[src/rtl/twophase_clkgen_pkg.sv]
package twophase_clkgen_pkg;
   // true when count c lies in the window [s, s+l)
   function automatic logic in_window(int unsigned c, int unsigned s, int unsigned l);
      return (c >= s) && (c < s + l);
   endfunction
endpackage

[src/rtl/tpc_phase_seq.sv]
module tpc_phase_seq
   import twophase_clkgen_pkg::*;
#(
   parameter int unsigned DIV       = 9,
   parameter int unsigned PH1_START = 0,
   parameter int unsigned PH1_LEN   = 2,
   parameter int unsigned PH2_START = 3,
   parameter int unsigned PH2_LEN   = 5
) (
   input  logic clk,
   input  logic rst_n,
   output logic phi1_q,
   output logic phi2_q,
   output logic ph1_rise_ev,
   output logic ph2_rise_ev
);
   localparam int unsigned CW = (DIV > 1) ? $clog2(DIV) : 1;

   logic [CW-1:0] cnt;
   logic [CW-1:0] cnt_nxt;

   always_comb begin
      if (cnt == CW'(DIV - 1)) cnt_nxt = '0;
      else                     cnt_nxt = cnt + CW'(1);
   end

   // event flags describe the edge about to happen
   assign ph1_rise_ev = (cnt_nxt == CW'(PH1_START));
   assign ph2_rise_ev = (cnt_nxt == CW'(PH2_START));

   always_ff @(posedge clk) begin
      if (!rst_n) begin
         cnt    <= CW'(DIV - 1);
         phi1_q <= 1'b0;
         phi2_q <= 1'b0;
      end else begin
         cnt    <= cnt_nxt;
         phi1_q <= in_window(32'(cnt_nxt), PH1_START, PH1_LEN);
         phi2_q <= in_window(32'(cnt_nxt), PH2_START, PH2_LEN);
      end
   end
endmodule

[src/rtl/tpc_edge_sync.sv]
module tpc_edge_sync #(
   parameter int unsigned STAGES  = 2,
   parameter logic        RST_VAL = 1'b0
) (
   input  logic clk,
   input  logic rst_n,
   input  logic en,
   input  logic d,
   output logic q
);
   logic [STAGES-1:0] st;

   generate
      if (STAGES == 1) begin : g_single
         always_ff @(posedge clk) begin
            if (!rst_n)  st <= RST_VAL;
            else if (en) st <= d;
         end
      end else begin : g_chain
         always_ff @(posedge clk) begin
            if (!rst_n)  st <= {STAGES{RST_VAL}};
            else if (en) st <= {st[STAGES-2:0], d};
         end
      end
   endgenerate

   assign q = st[STAGES-1];
endmodule

[src/rtl/tpc_strobe_gen.sv]
module tpc_strobe_gen (
   input  logic clk,
   input  logic rst_n,
   input  logic sample_en,
   input  logic sync_in,
   input  logic fire,
   output logic strobe_n
);
   logic seen;

   always_ff @(posedge clk) begin
      if (!rst_n) begin
         seen     <= 1'b0;
         strobe_n <= 1'b1;
      end else begin
         strobe_n <= !(fire && seen);
         if (fire)                       seen <= 1'b0;
         else if (sample_en && sync_in)  seen <= 1'b1;
      end
   end
endmodule

[src/rtl/twophase_clkgen.sv]
module twophase_clkgen #(
   parameter int unsigned DIV         = 9,
   parameter int unsigned PH1_START   = 0,
   parameter int unsigned PH1_LEN     = 2,
   parameter int unsigned PH2_START   = 3,
   parameter int unsigned PH2_LEN     = 5,
   parameter int unsigned SYNC_STAGES = 2
) (
   input  logic osc_clk,
   input  logic rst_n,
   input  logic rdy_in,
   input  logic resin_n,
   input  logic sync_in,
   output logic osc_out,
   output logic phi1,
   output logic phi2,
   output logic phi2_ttl,
   output logic ready,
   output logic reset_out,
   output logic stat_strobe_n
);
   localparam int unsigned PH1_END = PH1_START + PH1_LEN;
   localparam int unsigned PH2_END = PH2_START + PH2_LEN;

   // elaboration-time parameter checks
   if (DIV < 4) begin : g_bad_div
      $error("twophase_clkgen: DIV too small for two separated phases");
   end
   if (PH1_LEN == 0 || PH2_LEN == 0) begin : g_bad_len
      $error("twophase_clkgen: phase lengths must be non-zero");
   end
   if (PH1_END >= PH2_START) begin : g_bad_gap1
      $error("twophase_clkgen: no gap between phi1 and phi2");
   end
   if (PH2_END >= DIV + PH1_START) begin : g_bad_gap2
      $error("twophase_clkgen: no gap between phi2 and next phi1");
   end
   if (SYNC_STAGES == 0) begin : g_bad_sync
      $error("twophase_clkgen: at least one synchronizer stage needed");
   end

   logic ph1_rise_ev;
   logic ph2_rise_ev;

   tpc_phase_seq #(
      .DIV(DIV), .PH1_START(PH1_START), .PH1_LEN(PH1_LEN),
      .PH2_START(PH2_START), .PH2_LEN(PH2_LEN)
   ) u_seq (
      .clk(osc_clk), .rst_n(rst_n),
      .phi1_q(phi1), .phi2_q(phi2),
      .ph1_rise_ev(ph1_rise_ev), .ph2_rise_ev(ph2_rise_ev)
   );

   tpc_edge_sync #(.STAGES(SYNC_STAGES), .RST_VAL(1'b0)) u_rdy_sync (
      .clk(osc_clk), .rst_n(rst_n), .en(ph2_rise_ev),
      .d(rdy_in), .q(ready)
   );

   tpc_edge_sync #(.STAGES(SYNC_STAGES), .RST_VAL(1'b1)) u_rst_sync (
      .clk(osc_clk), .rst_n(rst_n), .en(ph2_rise_ev),
      .d(!resin_n), .q(reset_out)
   );

   tpc_strobe_gen u_stb (
      .clk(osc_clk), .rst_n(rst_n), .sample_en(phi2),
      .sync_in(sync_in), .fire(ph1_rise_ev), .strobe_n(stat_strobe_n)
   );

   assign osc_out  = osc_clk;
   assign phi2_ttl = phi2;
endmodule

[config.mk]
export PLATFORM = sky130hd
export DESIGN_NAME = twophase_clkgen
export DESIGN_NICKNAME = d
export VERILOG_FILES = /design/src/rtl/twophase_clkgen_pkg.sv /design/src/rtl/tpc_phase_seq.sv /design/src/rtl/tpc_edge_sync.sv /design/src/rtl/tpc_strobe_gen.sv /design/src/rtl/twophase_clkgen.sv
export SDC_FILE = /design/constraint.sdc
export NUM_CORES = 1
export LEC_CHECK = 0
export ABC_AREA = 1
export ABC_CLOCK_PERIOD_IN_PS = 1900
export BUFFER_PORTS_ARGS = -buffer_cell sky130_fd_sc_hd__buf_2
export CORE_AREA = 3 3 40 42
export DETAILED_ROUTE_END_ITERATION = 8
export DIE_AREA = 0 0 43 45
export PLACE_DENSITY = 0.69
export SLEW_MARGIN = 30
export SYNTH_ARGS = -nofsm -noshare
export SYNTH_HDL_FRONTEND = slang
export SYNTH_HIERARCHICAL = 1
export SYNTH_SLANG_ARGS = --single-unit
[constraint.sdc]
create_clock -name osc_clk -period 1.9 [get_ports osc_clk]
set_input_delay 0.475 -clock osc_clk [delete_from_list [all_inputs] [get_ports osc_clk]]
set_output_delay 0.475 -clock osc_clk [all_outputs]
set_load 0.01 [all_outputs]
# Word level (Yosys, flattened, before mapping)
# Index checks and enable logic that the tools add are counted.
# op_classes
add_sub_neg,1
order_cmp,3
eq_ne,2
mux,1
bitwise_logic,1
reduce_logical,7
# ops
cell,n
4-bit by 1-bit adder with 4-bit output (second input constant),1
4-bit by 2-bit equality test with 1-bit output (second input constant),1
4-bit equality test (second input constant),1
4-bit by 2-bit greater-or-equal comparator with 1-bit output (second input constant),1
4-bit zero test,1
4-bit by 2-bit < comparator with 1-bit output (second input constant),1
4-bit < comparator (second input constant),1
4-bit two-way mux,1
1-bit logical AND,3
1-bit zero test,2
2-bit OR reduction,1
1-bit NOT,1
# totals
regBits,12
in_bits,5
out_inout_bits,7
elab_cells,22

# Depth between registers and ports, before layout
# logic_depth
depth_word,5
ltp_mapped,9

# Cells and area by module
# Netlist, hierarchy kept.
# by_module_without_submodules
module,instances,cells_each,area_per_inst_um2,seq_area_each_um2
tpc_phase_seq,1,38,310.3,120.1
tpc_edge_sync (u_rdy_sync),1,12,80.1,40.0
tpc_edge_sync (u_rst_sync),1,9,68.8,40.0
tpc_strobe_gen,1,8,68.8,40.0
twophase_clkgen,1,3,18.8,0.0

==> qor.yml <==
outcome:
  status: "completed"
synth:
  synth_edf_count: 0
  syn_area_per_cell_um2: 7.81
  synth-seq-area-share_pct: 43.9
  synthArstFlopShare_pct: 0
  synth_common_cells: "nand2_1 (15), inv_1 (14), dfxtp_1 (12)"
  synth_top_cell_area_share_pct: 43.9
  synth_fp_nets: 78
  synth.distinct_cells: 14
  syn-cell-area_um2: 547
  synth_top_area_cell: "dfxtp_1"
  ys_ff_latch: 12
  synth.most_common_cell: "nand2_1"
  synthCells: 70
  synth_ff_type: "dfxtp_1"
  synth_warnings: 6
  synthTopCellsByArea: "dfxtp_1 (44%), nand2_1 (10%), inv_1 (9.6%)"
hold_path:
  hold_class: "in -> reg"
power:
  power_switching_mw: 0.427
  p_sw_share_pct: 38.6
  internal-power_mw: 0.679
  p_seq_share_pct: 33.7
  pwr-share-clk_pct: 29.2
  power.leakage_nw: 0.339
  pwr_density_cell_mw_per_mm2: 1670
  pwr-share-comb_pct: 37.2
  power_mw: 1.11
  vdd_drop_max_uv: 866
timing:
  holdWs_ns: 0.330
  setup_tns_ns: 0
  hold_viol: 0
  worstMarginPinSlew_ns: 0.397
  fin_skew_ns: 0.00522
  setup_viol: 0
  rsz0062_at_grt: "false"
  final-max-slew-violation-count: 0
  fin_ws_ns: 0.116
  slew_headroom_pct: 73.5
placement:
  dp_hpwl_um: 775
  place_ws_ns: 0.260
  routabilityCongestion: 0.849
  portBuffers: 11
setup_path:
  end_kind: "output port"
  cp_max_fo: 2
  crit_type: "clk -> out"
  slowest_delay_ns: 0.13
  critical_path.top_delay_family: "buffers and inverters"
  crit_top_cell: "clkbuf_4"
  crit_required_ns: 1.42
  crit_path_start_kind: "clock port"
  critPathSlowestCell: "buf_2"
  arrival_ns: 1.31
  cp_cell_sequence: "clkbuf_4, clkbuf_4, buf_2"
  cp_num_buf_inv: 3
global_routing:
  grt_max_degree: 10
  grt.total_usage_pct: 13.4
  grt_pass1_wl_mm: 1.65
  grt_antenna_before_repair: 0
  overflow: 0
  grt_pass1_vias: 396
floorplan:
  die_area_mm2: 0.00194
  rows: 13
  die_y_um: 45
  start_util_pct: 42.6
  die_width_um: 43
  io_pins: 12
  core-area_mm2: 0.00128
clocking:
  cts_tree: "yes"
  post_cts_buffers: 0
  clkTransAtPathRegs_ns: 0.07
  cts_resized: 0
  clkLatencyLatePin_ns: 0.38
  cts_hold_buf: 0
drt:
  wirelength_mm: 1.02
  num_vias: 444
  avgViaCountPerCell: 4.40
  ant_nets: 0
  drt_iter0_drc: 22
  wl_per_cell_um: 10.1
  firstDrtPassIters: 4
  drc_errors: 0
layout:
  area_growth_syn_to_layout_pct: 21.5
  seq_area_um2: 240
  drive_gt1_share_pct: 32.6
  antenna_cells: 0
  multi_input_area_um2: 239
  fin_nets: 95
  n_fill_cell: 126
flow_run:
  maxCapViolations: 0
==> cells by family (layout without fill, tap and decap cells) <==
family	after synthesis	after routing	share of synthesized area (%)
buffers and inverters	16	32	12.4
AND/OR/NAND/NOR	37	37	34.1
flip-flops	12	12	43.9
AO/OA/AOI/OAI	2	2	2.75
adder cells (fa/ha/maj)	3	3	6.87
==> layer usage <==
layer	up-vias	wire length, um	global-route usage [%]
met5	-	0	0
met2	18	497	18.6
met3	2	89	11.2
li1	239	-	-
met1	185	425	12.5
met4	0	10	11.4
==> metrics by stage <==
step	cell area, um^2	instances	utilization (%)
after floorplan	547	70	-
after global placement	606	94	47.1
after detailed placement	606	94	47.1
after CTS	664	101	51.7
after global routing	664	101	51.7
final	664	101	51.7
==> power by group through the flow <==
| stage | clock network, mW | registers, mW | logic (mW) |
|---|---|---|---|
| final | 0.323 | 0.372 | 0.411 |
| after global routing | 0.354 | 0.381 | 0.473 |
| after CTS | 0.341 | 0.373 | 0.415 |
| after detailed placement | 0.0318 | 0.377 | 0.415 |
| after global placement | 0.0318 | 0.374 | 0.401 |
| after floorplan | 0.0434 | 0.381 | 0.313 |
==> cell usage in the layout (no fill, tap or decap), drive strengths merged <==
cell type  netlist  routed
nand2           17      17
or2              1       1
dfxtp           12      12
a31oi            1       1
nand4            1       1
clkbuf           0       7
nand3            8       8
buf              2      11
inv             14      14
nor2            10      10
ha               3       3
a21oi            1       1
==> state kept, by name, summed over array words and instances, names as in the netlist <==
signal / flops
u_rdy_sync/st: 2
u_rst_sync/st: 2
u_seq/cnt: 4
u_seq/phi1_q: 1
u_seq/phi2_q: 1
u_stb/seen: 1
u_stb/strobe_n: 1
==> final cells by class <==
| type | instances | area share, % |
|---|---|---|
| timing repair buffer | 10 | 7.53 |
| sequential | 12 | 36.2 |
| clock buffer | 8 | 9.60 |
| tap | 15 | 2.82 |
| inverter | 14 | 7.91 |
| multi-input combinational | 42 | 36.0 |
==> worst min-delay path, cell delays in order <==
cell and delay [ns]:
buf_2 0.09, nand2_1 0.06, a21oi_2 0.04
==> path summary, 6_finish.rpt <==
check	startpoint	to	slack (ns)	depth (start not counted)
worst min-delay path	sync_in	u_stb/seen	0.33	3
worst max register to register	u_seq/cnt[0]	u_rst_sync/st[0]	0.26	8
worst max-delay path	osc_clk	osc_out	0.12	3
worst min register to register	u_stb/seen	u_stb/strobe_n	0.40	1
(Power assumes the default switching activity.)
